===== src/rtl/serial_rx_pkg.sv =====
package serial_rx_pkg;

    typedef enum logic [1:0] {
        LEN_EIGHT = 2'b00,
        LEN_SEVEN = 2'b01,
        LEN_NINE  = 2'b10,
        LEN_LOOP  = 2'b11
    } rx_len_e;

    typedef enum logic [2:0] {
        ST_IDLE,
        ST_START,
        ST_DATA,
        ST_PARITY,
        ST_STOP,
        ST_BREAK
    } rx_state_e;

endpackage


===== src/rtl/rx_line_front.sv =====
module rx_line_front #(
    parameter int SYNC_STAGES = 2
) (
    input  logic clk,
    input  logic rst_n,
    input  logic loop_sel,
    input  logic line_pin,
    input  logic loop_line,
    output logic line_s
);
    logic [SYNC_STAGES-1:0] chain_q;
    logic                   raw;

    assign raw = loop_sel ? loop_line : line_pin;

    always_ff @(posedge clk or negedge rst_n) begin
        if (!rst_n) chain_q <= '1;
        else        chain_q <= {chain_q[SYNC_STAGES-2:0], raw};
    end

    assign line_s = chain_q[SYNC_STAGES-1];
endmodule


===== src/rtl/rx_frame_fsm.sv =====
module rx_frame_fsm
    import serial_rx_pkg::*;
#(
    parameter int OVERSAMPLE = 16,
    parameter int DATA_W     = 8
) (
    input  logic              clk,
    input  logic              rst_n,
    input  logic              tick,
    input  logic              line_s,
    input  logic [1:0]        len_sel,
    input  logic              par_en,
    input  logic              par_odd,
    output logic              done,
    output logic [DATA_W:0]   frame_data,
    output logic              frame_nine,
    output logic              par_bad,
    output logic              stop_bad
);
    localparam int NB = DATA_W + 1;
    localparam int CW = $clog2(OVERSAMPLE);
    localparam int BW = $clog2(NB + 1);
    localparam logic [CW-1:0] MID_LAST  = CW'(OVERSAMPLE / 2 - 1);
    localparam logic [CW-1:0] FULL_LAST = CW'(OVERSAMPLE - 1);

    rx_state_e      state_q, state_d;
    logic [CW-1:0]  tcnt_q;
    logic [BW-1:0]  bidx_q, nbits_q;
    logic [NB-1:0]  shift_q;
    logic           nine_q, pen_q, podd_q, pbit_q;
    logic           at_sample, arm;

    function automatic logic [BW-1:0] len_bits(input logic [1:0] sel);
        unique case (rx_len_e'(sel))
            LEN_SEVEN: return BW'(DATA_W - 1);
            LEN_EIGHT: return BW'(DATA_W);
            default:   return BW'(DATA_W + 1);
        endcase
    endfunction

    assign at_sample = tick && (tcnt_q == ((state_q == ST_START) ? MID_LAST : FULL_LAST));
    assign arm       = (state_q == ST_IDLE) && !line_s;

    always_ff @(posedge clk or negedge rst_n) begin
        if (!rst_n) state_q <= ST_IDLE;
        else        state_q <= state_d;
    end

    always_comb begin
        state_d = state_q;
        unique case (state_q)
            ST_IDLE:   if (!line_s) state_d = ST_START;
            ST_START:  if (at_sample) state_d = line_s ? ST_IDLE : ST_DATA;
            ST_DATA:   if (at_sample && bidx_q == nbits_q - 1'b1)
                           state_d = pen_q ? ST_PARITY : ST_STOP;
            ST_PARITY: if (at_sample) state_d = ST_STOP;
            ST_STOP:   if (at_sample) state_d = line_s ? ST_IDLE : ST_BREAK;
            ST_BREAK:  if (line_s) state_d = ST_IDLE;
            default:   state_d = ST_IDLE;
        endcase
    end

    always_ff @(posedge clk or negedge rst_n) begin
        if (!rst_n) begin
            tcnt_q   <= '0;
            bidx_q   <= '0;
            nbits_q  <= BW'(DATA_W);
            shift_q  <= '0;
            nine_q   <= 1'b0;
            pen_q    <= 1'b0;
            podd_q   <= 1'b0;
            pbit_q   <= 1'b0;
            done     <= 1'b0;
            par_bad  <= 1'b0;
            stop_bad <= 1'b0;
        end else begin
            done <= 1'b0;
            if (state_q == ST_IDLE || state_q == ST_BREAK) tcnt_q <= '0;
            else if (tick) tcnt_q <= at_sample ? '0 : tcnt_q + 1'b1;
            if (arm) begin
                nbits_q <= len_bits(len_sel);
                nine_q  <= len_sel[1];
                pen_q   <= par_en;
                podd_q  <= par_odd;
                shift_q <= '0;
                bidx_q  <= '0;
            end
            if (state_q == ST_DATA && at_sample) begin
                for (int i = 0; i < NB; i++)
                    if (bidx_q == BW'(i)) shift_q[i] <= line_s;
                bidx_q <= bidx_q + 1'b1;
            end
            if (state_q == ST_PARITY && at_sample) pbit_q <= line_s;
            if (state_q == ST_STOP && at_sample) begin
                done     <= 1'b1;
                stop_bad <= !line_s;
                par_bad  <= pen_q && ((^shift_q) ^ pbit_q ^ podd_q);
            end
        end
    end

    assign frame_data = shift_q;
    assign frame_nine = nine_q;

    // a high line at the confirming tick abandons the frame
    assert_glitch_drop_R1: assert property (@(posedge clk) disable iff (!rst_n)
        (state_q == ST_START && tick && tcnt_q == MID_LAST && line_s) |=> state_q == ST_IDLE);

    // no new frame while the line stays low after a framing error
    assert_break_hold_R8: assert property (@(posedge clk) disable iff (!rst_n)
        (state_q == ST_BREAK && !line_s) |=> state_q == ST_BREAK);

    // short frames never fill the top data bit
    assert_short_msb_R3: assert property (@(posedge clk) disable iff (!rst_n)
        (done && nbits_q == BW'(DATA_W - 1)) |-> !shift_q[DATA_W-1]);
endmodule


===== src/rtl/rx_char_store.sv =====
module rx_char_store #(
    parameter int DATA_W = 8
) (
    input  logic              clk,
    input  logic              rst_n,
    input  logic              done,
    input  logic [DATA_W:0]   frame_data,
    input  logic              frame_nine,
    input  logic              par_bad,
    input  logic              stop_bad,
    input  logic              line_s,
    input  logic              buf_read,
    input  logic              err_clear,
    input  logic              attn_set,
    output logic [DATA_W-1:0] rx_data,
    output logic              rx_bit9,
    output logic              rx_load,
    output logic              buf_full,
    output logic              err_frame,
    output logic              err_parity,
    output logic              err_overrun,
    output logic              attn_active,
    output logic              receiving
);
    logic ninth, take;

    assign ninth = frame_nine && frame_data[DATA_W];
    assign take  = done && !(attn_active && !ninth);

    always_ff @(posedge clk or negedge rst_n) begin
        if (!rst_n) begin
            rx_data     <= '0;
            rx_bit9     <= 1'b0;
            rx_load     <= 1'b0;
            buf_full    <= 1'b0;
            err_frame   <= 1'b0;
            err_parity  <= 1'b0;
            err_overrun <= 1'b0;
            attn_active <= 1'b0;
            receiving   <= 1'b0;
        end else begin
            rx_load <= take;
            if (take) begin
                rx_data <= frame_data[DATA_W-1:0];
                rx_bit9 <= ninth;
            end
            if (take)          buf_full <= 1'b1;
            else if (buf_read) buf_full <= 1'b0;

            if (take && buf_full && !buf_read) err_overrun <= 1'b1;
            else if (err_clear)                err_overrun <= 1'b0;
            if (take && par_bad)               err_parity  <= 1'b1;
            else if (err_clear)                err_parity  <= 1'b0;
            if (done && stop_bad)              err_frame   <= 1'b1;
            else if (err_clear)                err_frame   <= 1'b0;

            if (attn_set)                        attn_active <= 1'b1;
            else if (take && ninth && attn_active) attn_active <= 1'b0;

            if (done && stop_bad) receiving <= 1'b1;
            else if (line_s)      receiving <= 1'b0;
        end
    end

    // a load always leaves the buffer marked full
    assert_full_on_load_R5: assert property (@(posedge clk) disable iff (!rst_n)
        rx_load |-> buf_full);

    // a read with no competing delivery empties the buffer
    assert_read_clears_R5: assert property (@(posedge clk) disable iff (!rst_n)
        (buf_read && !done) |=> !buf_full);

    // delivery onto an unread buffer flags overrun
    assert_overrun_R6: assert property (@(posedge clk) disable iff (!rst_n)
        (done && !attn_active && buf_full && !buf_read) |=> err_overrun);

    // filtered characters never strobe a load
    assert_filter_R10: assert property (@(posedge clk) disable iff (!rst_n)
        (done && attn_active && !(frame_nine && frame_data[DATA_W])) |=> !rx_load);

    // wake character loads and disarms
    assert_wake_R11: assert property (@(posedge clk) disable iff (!rst_n)
        (done && attn_active && frame_nine && frame_data[DATA_W] && !attn_set)
        |=> (rx_load && !attn_active));

    // indicator drops once the line is high
    assert_rcv_release_R8: assert property (@(posedge clk) disable iff (!rst_n)
        (receiving && line_s && !done) |=> !receiving);
endmodule


===== src/rtl/serial_rx_attn.sv =====
module serial_rx_attn
    import serial_rx_pkg::*;
#(
    parameter int OVERSAMPLE  = 16,
    parameter int DATA_W      = 8,
    parameter int SYNC_STAGES = 2
) (
    input  logic              clk,
    input  logic              rst_n,
    input  logic              tick16,
    input  logic              line_pin,
    input  logic              loop_line,
    input  logic [1:0]        len_sel,
    input  logic              par_en,
    input  logic              par_odd,
    input  logic              attn_set,
    input  logic              buf_read,
    input  logic              err_clear,
    output logic [DATA_W-1:0] rx_data,
    output logic              rx_bit9,
    output logic              rx_load,
    output logic              buf_full,
    output logic              err_frame,
    output logic              err_parity,
    output logic              err_overrun,
    output logic              attn_active,
    output logic              receiving
);
    logic            line_s, done, frame_nine, par_bad, stop_bad;
    logic [DATA_W:0] frame_data;

    rx_line_front #(.SYNC_STAGES(SYNC_STAGES)) u_front (
        .clk       (clk),
        .rst_n     (rst_n),
        .loop_sel  (rx_len_e'(len_sel) == LEN_LOOP),
        .line_pin  (line_pin),
        .loop_line (loop_line),
        .line_s    (line_s)
    );

    rx_frame_fsm #(.OVERSAMPLE(OVERSAMPLE), .DATA_W(DATA_W)) u_fsm (
        .clk        (clk),
        .rst_n      (rst_n),
        .tick       (tick16),
        .line_s     (line_s),
        .len_sel    (len_sel),
        .par_en     (par_en),
        .par_odd    (par_odd),
        .done       (done),
        .frame_data (frame_data),
        .frame_nine (frame_nine),
        .par_bad    (par_bad),
        .stop_bad   (stop_bad)
    );

    rx_char_store #(.DATA_W(DATA_W)) u_store (
        .clk         (clk),
        .rst_n       (rst_n),
        .done        (done),
        .frame_data  (frame_data),
        .frame_nine  (frame_nine),
        .par_bad     (par_bad),
        .stop_bad    (stop_bad),
        .line_s      (line_s),
        .buf_read    (buf_read),
        .err_clear   (err_clear),
        .attn_set    (attn_set),
        .rx_data     (rx_data),
        .rx_bit9     (rx_bit9),
        .rx_load     (rx_load),
        .buf_full    (buf_full),
        .err_frame   (err_frame),
        .err_parity  (err_parity),
        .err_overrun (err_overrun),
        .attn_active (attn_active),
        .receiving   (receiving)
    );
endmodule


===== config.mk =====
export PLATFORM = sky130hd
export DESIGN_NAME = serial_rx_attn
export DESIGN_NICKNAME = d
export VERILOG_FILES = /design/src/rtl/serial_rx_pkg.sv /design/src/rtl/rx_line_front.sv /design/src/rtl/rx_frame_fsm.sv /design/src/rtl/rx_char_store.sv /design/src/rtl/serial_rx_attn.sv
export SDC_FILE = /design/constraint.sdc
export NUM_CORES = 1
export LEC_CHECK = 0
export ABC_AREA = 1
export BUFFER_PORTS_ARGS = -buffer_cell sky130_fd_sc_hd__buf_4
export CAP_MARGIN = 20
export CORE_MARGIN = 5
export CORE_UTILIZATION = 55
export CTS_BUF_LIST = sky130_fd_sc_hd__clkbuf_16
export CTS_CLUSTER_DIAMETER = 40
export CTS_CLUSTER_SIZE = 24
export DETAILED_ROUTE_END_ITERATION = 10
export HOLD_SLACK_MARGIN = 0.08
export PLACE_DENSITY_LB_ADDON = 0.12
export SYNTH_ARGS = -nofsm -noshare
export SYNTH_HDL_FRONTEND = slang
export SYNTH_SLANG_ARGS = --single-unit

===== constraint.sdc =====
create_clock -name clk -period 1.8 [get_ports clk]
set_input_delay 0 -clock clk [delete_from_list [all_inputs] [get_ports clk]]
set_output_delay 0 -clock clk [all_outputs]
set_load 0.02 [all_outputs]

==> results.cfg, run 1 <==
[die]
die_x_um = 78.0
num_rows = 24
coreArea_um2 = 4410
ios = 28
die_h_um = 78.0
die_area_um2 = 6080
initial_utilization = 0.576

[grt]
grt_pass1_vias = 2022
grt_max_degree = 49
antenna_found_initial = 0
grt_pass1_wl_mm = 8.93
grt_use_total = 0.178
grt_overflow = 0

[setup_path]
crit_end = u_fsm.state_q[2]
worst_path_largest_cell_delay_ns = 0.38
cp_data_required_time_ns = 1.97
rr_endpoint = u_fsm.state_q[2]
cp_common_cell = nand2_1
reg2reg_from = u_fsm.nbits_q[0]
critPathBufInv = 1
startpoint_type = flip-flop
crit_arrival_ns = 1.86
crit_path_end_kind = flip-flop
crit_fanout = 4
crit_chain = inv_1 > ha_1 > xnor2_1 > nor3_1 > nand3_1 > nand2_2 > nand3_2 > nand2_1 > nand2_1
reg2reg_setup_slack_ns = 0.12
crit_cells = 9
cp_top_family = simple AND/OR/NAND/NOR gates
crit_start = u_fsm.nbits_q[0]
cp_slowest_cell = dfrtp_1
critPathKind = reg2reg
r2r_cells = 9

[worst_hold_path]
min_path_type = in2async

[run]
drv_cap = 0

[sta]
hold_violations = 0
worst_slew_pin_slew_ns = 0.587
period_needed_ns = 1.68
rsz0062_at_grt = false
setup_tns_ns = 0
relSlewSlack = 0.609
setup_ws_ns = 0.117
final_max_slew_viol_count = 0
clock_skew_ns = 0.00391
post-route-period-util = 0.935
finalSetupViolCount = 0
whs_ns = 0.265
fmax_mhz = 594

[detailed_routing]
topRoutingLayerUsed = met4
final_antenna_net_count = 0
post-route-drc-count = 0
drt-met1-wl_mm = 2.32
viasPerCell = 5.13
met2_length_mm = 2.34
vias = 2120
drt_iter0_drc = 111
met3_length_um = 297
wl_per_cell_um = 12.3
dr.pass1.iters = 5
totalWireLength_mm = 5.07

[finish]
n_fill_cell = 350
layout.area.seq_um2 = 1200
drive_above_1_share = 0.166
area_growth_pct = 21.7
stdcell_count = 413
final_nets = 380
antenna_cells = 0
final_util = 0.701
multi_input_area_um2 = 1130

[pwr]
peakVddDrop_mv = 0.707
power_leakage_uw = 0.00161
power.density_nw_per_um2 = 1070

[placement]
place_congestion = 0.829
dp.final_hpwl_mm = 3.56
dp_cells = 394
post-place-ws_ns = 0.145
port-buffer-count = 27

[run_status]
status = finished clean

[clocking]
cts_max_level = 2
tritoncts = built
clock_sinks = 48
clkSlewWorstSetupHoldPaths_ns = 0.06
clk_path_buf_depth = 2
numCtsBuffers = 5
cts-root-buf = clkbuf_16
clk_latency_ns = 0.28

[synthesis]
yosysSeqAreaShare = 0.474
post_synth_num_cell_types = 36
syn_area_um2 = 2540
async_reset_ff_frac = 1.00
synth_area_per_cell_um2 = 7.97
yosys_warnings = 0
synth_ff_type = dfrtp_1
syn_nets = 338
synth_seq_cells = 48
syn_inst = 319
synth_edf_count = 0
worst min path at each step:
| stage | from | to | slack [ns] | cells past startpoint |
|---|---|---|---|---|
| 2_1_floorplan | rst_n | u_fsm.bidx_q[0] | -0.30 | 0 |
| 3_3_place_gp | rst_n | u_store.rx_data[7] | 0.04 | 1 |
| 3_5_place_dp | rst_n | u_store.rx_data[7] | 0.04 | 1 |
| 4_1_cts | rst_n | u_store.attn_active | 0.29 | 2 |
| 5_1_grt | rst_n | u_store.rx_data[6] | 0.35 | 2 |
| 6_report | rst_n | u_store.rx_data[6] | 0.26 | 2 |
through the flow:
step	total power [uW]	instance area, um^2
5_1_grt	3500	3100
6_report	3310	3100
2_1_floorplan	1930	2540
3_5_place_dp	2100	2790
4_1_cts	3310	3080
3_3_place_gp	2070	2790
synth_stat cells (4+ instances only):
master | number | area (um^2)
nand2_1 | 104 | 390
dfrtp_1 | 45 | 1130
inv_1 | 43 | 161
nand3_1 | 27 | 135
o21ai_0 | 21 | 105
nor2_1 | 8 | 30.0
o21ai_1 | 8 | 40.0
ha_1 | 7 | 87.6
nor2_2 | 6 | 37.5
xnor2_1 | 6 | 52.6
a21oi_1 | 4 | 20.0
nand4_1 | 4 | 25.0
metal layers:
| layer | GRT usage | vias to the layer above |
|---|---|---|
| met5 | 0 | - |
| met1 | 0.238 | 945 |
| met3 | 0.0417 | 12 |
| li1 | - | 1099 |
| met4 | 0.0642 | 0 |
| met2 | 0.283 | 64 |
kinds of logic after synthesis:
group                    count (synthesis)  synth area share
XOR/XNOR                                 8            0.0275
AO/OA/AOI/OAI                           43            0.0930
buffers and inverters                   52            0.0851
adder cells (fa/ha/maj)                  7            0.0344
flip-flops                              48             0.474
AND/OR/NAND/NOR                        161             0.286
power breakdown:
| group | internal, uW | switching, uW | leakage [uW] |
|---|---|---|---|
| combinational | 303 | 520 | 0.000875 |
| sequential | 1210 | 119 | 0.000642 |
| clock | 787 | 370 | 0.0000899 |
| total | 2300 | 1010 | 0.00161 |
registers in the layout (all words and copies together), names as in the netlist, 2 cells and up:
signal / count
u_fsm.tcnt_q: 4
u_fsm.nbits_q: 3
u_fsm.frame_data: 9
u_front.chain_q: 2
u_fsm.bidx_q: 4
u_fsm.state_q: 3
u_store.rx_data: 8
cells in the final DEF, fill, tap and decap left out, drive strengths merged:
| cell | netlist | layout |
|---|---|---|
| clkbuf | 1 | 5 |
| a21oi | 4 | 4 |
| o21ai | 30 | 30 |
| nand4 | 4 | 4 |
| nand3 | 29 | 29 |
| nand2 | 106 | 106 |
| ha | 7 | 7 |
| dfstp | 3 | 3 |
| nor2 | 16 | 16 |
| dfrtp | 45 | 45 |
| or2 | 1 | 1 |
| xnor2 | 6 | 6 |
| o21bai | 1 | 1 |
| xor2 | 2 | 2 |
| o22ai | 3 | 3 |
| nor3b | 1 | 1 |
| bufinv | 0 | 2 |
| a31oi | 1 | 1 |
| o31ai | 2 | 2 |
| inv | 47 | 47 |
| dlygate4sd3 | 0 | 11 |
| buf | 4 | 29 |
| nand3b | 1 | 1 |
| o21a | 2 | 2 |
| nor3 | 3 | 3 |
area by class of cell:
class | instances | area share
repair buffers | 40 | 0.106
well taps | 52 | 0.0210
clock inverters | 2 | 0.0194
flip-flops and latches | 48 | 0.389
clock buffers | 5 | 0.0404
inverters | 47 | 0.0594
multi-input cells | 219 | 0.365
timing repair:
item / 4_1_cts / 5_1_grt
hold buffers: 11 / 0
setup endpoints to repair: 0 / 4
endpoints found under the hold margin: 60 / 0
gates resized for setup: 0 / 2
setup buffers: 0 / 1
Note: power is estimated with default switching activity, not from simulation.
==> inputs of run 2 (changes only) <==
--- a/config.mk
+++ b/config.mk
@@ -9,7 +9,7 @@
 export BUFFER_PORTS_ARGS = -buffer_cell sky130_fd_sc_hd__buf_4
 export CAP_MARGIN = 20
 export CORE_MARGIN = 5
-export CORE_UTILIZATION = 55
+export CORE_UTILIZATION = 35
 export CTS_BUF_LIST = sky130_fd_sc_hd__clkbuf_16
 export CTS_CLUSTER_DIAMETER = 40
 export CTS_CLUSTER_SIZE = 24
==> run 2 against run 1 <==
Against the previous run: total power down 3.9%; wire length increased by 1.1%; first-iteration DRC count is 54% lower; clock skew grew 0.0022 ns; design area up 1.4%; cell count is 12% higher; critical endpoint is now u_store.err_overrun.
==> results.cfg, run 2 (synthesis gave the netlist of run 1 again) <==
[grt]
grt_max_degree = 49
grt_pass1_vias = 2044
grt_overflow = 0
grt_use_total = 0.129
grt_pass1_wl_mm = 9.16
antenna_found_initial = 0

[die]
num_rows = 31
initial_utilization = 0.354
die_x_um = 95.3
ios = 28
coreArea_um2 = 7180
die_h_um = 95.3
die_area_um2 = 9070

[finish]
area_growth_pct = 23.4
layout_commonest_cell = nand2_1
largest_reg_flops = 9
antenna_cells = 0
final_util = 0.437
n_fill_cell = 737
mostFrequentLayoutCells = nand2_1, dfrtp_1, inv_1
drive_above_1_share = 0.166
final_nets = 380
fin_area_um2 = 3140

[detailed_routing]
wl_per_cell_um = 11.1
post-route-drc-count = 0
drt_iter0_drc = 51
totalWireLength_mm = 5.13
final_antenna_net_count = 0
viasPerCell = 4.48
dr.pass1.iters = 4
vias = 2067

[clocking]
numCtsBuffers = 5
tritoncts = built
clock_sinks = 48
cts_max_level = 2
clk_path_buf_depth = 2
cts-root-buf = clkbuf_16
clk_latency_ns = 0.29
clkSlewWorstSetupHoldPaths_ns = 0.07

[placement]
port-buffer-count = 27
place_congestion = 0.725
place_area_um2 = 2850
dp.final_hpwl_mm = 3.82

[sta]
final_max_slew_viol_count = 0
worst_slew_pin_slew_ns = 0.607
clock_skew_ns = 0.00606
post-route-period-util = 0.933
hold_violations = 0
period_needed_ns = 1.68
setup_tns_ns = 0
finalSetupViolCount = 0
fmax_mhz = 596
rsz0062_at_grt = false
relSlewSlack = 0.596

[setup_path]
cp_data_required_time_ns = 1.97
startpoint_type = flip-flop
reg2reg_setup_slack_ns = 0.12
critPathKind = reg2reg
crit_fanout = 5
crit_path_end_kind = flip-flop
rr_endpoint = u_store.err_overrun
crit_arrival_ns = 1.85
reg2reg_from = u_fsm.frame_data[8]
r2r_cells = 5

[run]
drv_cap = 0

[worst_hold_path]
min_path_type = in2async

[run_status]
status = finished clean

[pwr]
peakVddDrop_mv = 0.406
power.total_uw = 3180
power.density_nw_per_um2 = 1010
power_leakage_uw = 0.00160
-- run 2: cell count changes in the layout (fill, tap and decap cells not counted), sizes merged --
cell    previous run  this run
clkinv             0         2
bufinv             2         1
-- run 2: where the power goes --
part | leakage (uW) | internal, uW | total [uW] | switching (uW)
Combinational | 0.000875 | 305 | 798 | 493
Sequential | 0.000642 | 1210 | 1330 | 115
Clock | 0.0000814 | 653 | 1060 | 405
-- run 2: per-stage QoR --
stage | worst slack [ns] | hold WS, ns | instances
floorplan | 0.312 | -0.296 | 319
global placement | 0.238 | 0.0645 | 441
detailed placement | 0.175 | 0.0658 | 441
CTS | 0.116 | 0.306 | 460
global route | 0.0333 | 0.344 | 461
finish | 0.121 | 0.274 | 461
-- run 2: routing by layer --
metal	GRT usage	vias up	part of all wire
met2	0.214	33	0.44
met5	0	-	0
met1	0.166	927	0.51
met4	0.0433	0	0.0099
met3	0.0260	4	0.036
li1	-	1103	-
-- run 2: worst max-delay path by stage --
stage | startpoint | to | slack [ns] | cells after the start
detailed placement | u_fsm.nbits_q[0] | u_fsm.state_q[0] | 0.18 | 9
global route | u_fsm.frame_data[8] | u_store.err_overrun | 0.03 | 5
finish | u_fsm.frame_data[8] | u_store.err_overrun | 0.12 | 5
floorplan | u_fsm.nbits_q[0] | u_fsm.state_q[0] | 0.31 | 9
global placement | u_fsm.nbits_q[0] | u_fsm.state_q[1] | 0.24 | 9
CTS | u_fsm.frame_data[8] | u_store.err_overrun | 0.12 | 5
-- run 2: final cells by class --
class,instances,area (um^2),share of cell area
Clock inverter,3,42.5,0.0136
Timing Repair Buffer,40,328,0.104
Clock buffer,5,125,0.0399
Inverter,47,184,0.0586
Tap cell,99,124,0.0395
Multi-Input combinational cell,219,1130,0.360
Sequential cell,48,1200,0.384
-- run 2: worst max-delay path, stage by stage, from the launching register on --
cell           delay (ns)
dfrtp_1              0.44
nand3_1              0.13
inv_1                0.06
a21oi_1              0.27
o22ai_1              0.11
dlygate4sd3_1        0.57
-- run 2: timing repair --
| item | 4_1_cts | 5_1_grt |
|---|---|---|
| buffers inserted | 0 | 1 |
| endpoints found under the setup margin | 0 | 3 |
| resized for setup | 0 | 2 |
| hold buffers | 11 | 0 |
| hold endpoints to repair | 60 | 0 |
==> inputs of run 3 (changes only) <==
--- a/config.mk
+++ b/config.mk
@@ -9,7 +9,7 @@
 export BUFFER_PORTS_ARGS = -buffer_cell sky130_fd_sc_hd__buf_4
 export CAP_MARGIN = 20
 export CORE_MARGIN = 5
-export CORE_UTILIZATION = 35
+export CORE_UTILIZATION = 40
 export CTS_BUF_LIST = sky130_fd_sc_hd__clkbuf_16
 export CTS_CLUSTER_DIAMETER = 40
 export CTS_CLUSTER_SIZE = 24
==> run 3 against run 2 <==
Against the previous run: cell count shrank 5.2%; register-to-register slack gained 0.08 ns; global-route usage grew 0.86 points; sequential power is essentially flat; worst hold slack gained 0.0039 ns; via count shrank 1.3%; combinational power shrank 5.1%; total power shrank 1.7%; first-iteration DRC count grew 22%; clock-buffer cell count is the same.
==> results.cfg, run 3 (synthesis gave the netlist of run 1 again) <==
[detailed_routing]
vias = 2041
totalWireLength_mm = 5.05
met2_length_mm = 2.27
dr.pass1.iters = 4
post-route-drc-count = 0
topRoutingLayerUsed = met4
drt_iter0_drc = 62
met3_length_um = 254
viasPerCell = 4.67
drt-met1-wl_mm = 2.46
wl_per_cell_um = 11.6
final_antenna_net_count = 0

[sta]
final_max_slew_viol_count = 0
relSlewSlack = 0.594
finalSetupViolCount = 0
post-route-period-util = 0.886
fmax_mhz = 627
clock_skew_ns = 0.00548
hold_violations = 0
setup_tns_ns = 0
rsz0062_at_grt = false
worst_slew_pin_slew_ns = 0.609
period_needed_ns = 1.59

[grt]
grt_pass1_wl_mm = 9.32
grt_use_total = 0.137
grt_overflow = 0
grt_pass1_vias = 2052
grt_max_degree = 49
antenna_found_initial = 0

[finish]
n_fill_cell = 608
layout.area.seq_um2 = 1200
drive_above_1_share = 0.161
largest_reg_flops = 9
layout_commonest_cell = nand2_1
final_nets = 378
area_growth_pct = 21.3
antenna_cells = 0
stdcell_count = 437
multi_input_area_um2 = 1120
mostFrequentLayoutCells = nand2_1, dfrtp_1, inv_1

[setup_path]
crit_arrival_ns = 1.77
cp_common_cell = nand2_1
cp_slowest_cell = dfrtp_1
crit_fanout = 4
cp_data_required_time_ns = 1.97
critPathKind = reg2reg
crit_chain = inv_1 > ha_1 > xnor2_1 > nor3_1 > nand3_1 > nand2_1 > nand3_2 > nand2_1 > nand2_1
crit_path_end_kind = flip-flop
cp_top_family = simple AND/OR/NAND/NOR gates
worst_path_largest_cell_delay_ns = 0.38
critPathBufInv = 1
startpoint_type = flip-flop

[clocking]
clk_latency_ns = 0.28
tritoncts = built
clock_sinks = 48
postCtsSetupBuffers = 0
clkSlewWorstSetupHoldPaths_ns = 0.06
clk_path_buf_depth = 2
cts_max_level = 2
cts-root-buf = clkbuf_16
numCtsBuffers = 5

[pwr]
power_leakage_uw = 0.00158
power.total_uw = 3130
peakVddDrop_mv = 0.540
power.density_nw_per_um2 = 1010

[die]
die_area_um2 = 8050
initial_utilization = 0.405
die_h_um = 89.7
num_rows = 29
coreArea_um2 = 6280
ios = 28
die_x_um = 89.7

[worst_hold_path]
min_path_type = in2async

[placement]
port-buffer-count = 27
dp_cells = 419
dp.final_hpwl_mm = 3.79
place_congestion = 0.794

[run]
drv_cap = 0

[run_status]
status = finished clean
## run 3: cell types whose count changed in the layout (fill, tap and decap cells not counted)
cell	before	now
dlygate4sd3_1	11	10
nand2_1	103	104
nor3_2	1	0
clkinvlp_4	0	1
clkinv_4	1	0
clkinv_2	0	1
nor3_1	2	3
buf_4	29	28
nand2_2	2	1
clkinv_1	1	0
## run 3: per-layer routing
metal	GRT usage	up-vias
met5	0	-
met4	0.0390	0
met3	0.0401	7
met2	0.218	36
met1	0.181	905
li1	-	1093
## run 3: repair_timing
action	in CTS	in global routing
endpoints found under the setup margin	0	0
endpoints found under the hold margin	60	0
gates resized for setup	0	0
hold buffers	10	0
## run 3: report_power, final
part	leakage, uW	internal (uW)	switching (uW)
Combinational	0.000862	286	471
Clock	0.0000798	652	392
Sequential	0.000642	1210	116
Total	0.00158	2150	979
## run 3: stage by stage
| stage | worst slack [ns] | hold WS (ns) | util | instance area (um^2) |
|---|---|---|---|---|
| 2_1_floorplan | 0.312 | -0.296 | - | 2540 |
| 3_3_place_gp | 0.238 | 0.0563 | 0.449 | 2820 |
| 3_5_place_dp | 0.203 | 0.0584 | 0.449 | 2820 |
| 4_1_cts | 0.191 | 0.301 | 0.492 | 3090 |
| 5_1_grt | 0.0320 | 0.359 | 0.492 | 3090 |
| 6_report | 0.205 | 0.278 | 0.492 | 3090 |
## run 3: worst register-to-register path, stage by stage (launching register included)
cell and delay, ns:
dfrtp_1 0.38, inv_1 0.07, ha_1 0.30, xnor2_1 0.12, nor3_1 0.19, nand3_1 0.09, nand2_1 0.13, nand3_2 0.10
nand2_1 0.07, nand2_1 0.04
## run 3: final timing paths
check	to	slack, ns	cells past startpoint	start
hold reg to reg	u_front.chain_q[1]	0.36	0	u_front.chain_q[0]
min in group clk	u_front.chain_q[1]	0.36	0	u_front.chain_q[0]
hold / removal	u_store.rx_data[5]	0.28	2	rst_n
setup reg to reg	u_fsm.state_q[1]	0.21	9	u_fsm.nbits_q[0]
setup / recovery	u_fsm.state_q[1]	0.21	9	u_fsm.nbits_q[0]
max in group asynchronous	u_fsm.state_q[2]	1.11	2	rst_n
## run 3: area by class of cell
cell class | count | share of cell area
Tap cell | 77 | 0.0312
Timing Repair Buffer | 38 | 0.101
Clock buffer | 5 | 0.0406
Inverter | 47 | 0.0596
Multi-Input combinational cell | 219 | 0.364
Sequential cell | 48 | 0.391
Clock inverter | 3 | 0.0138
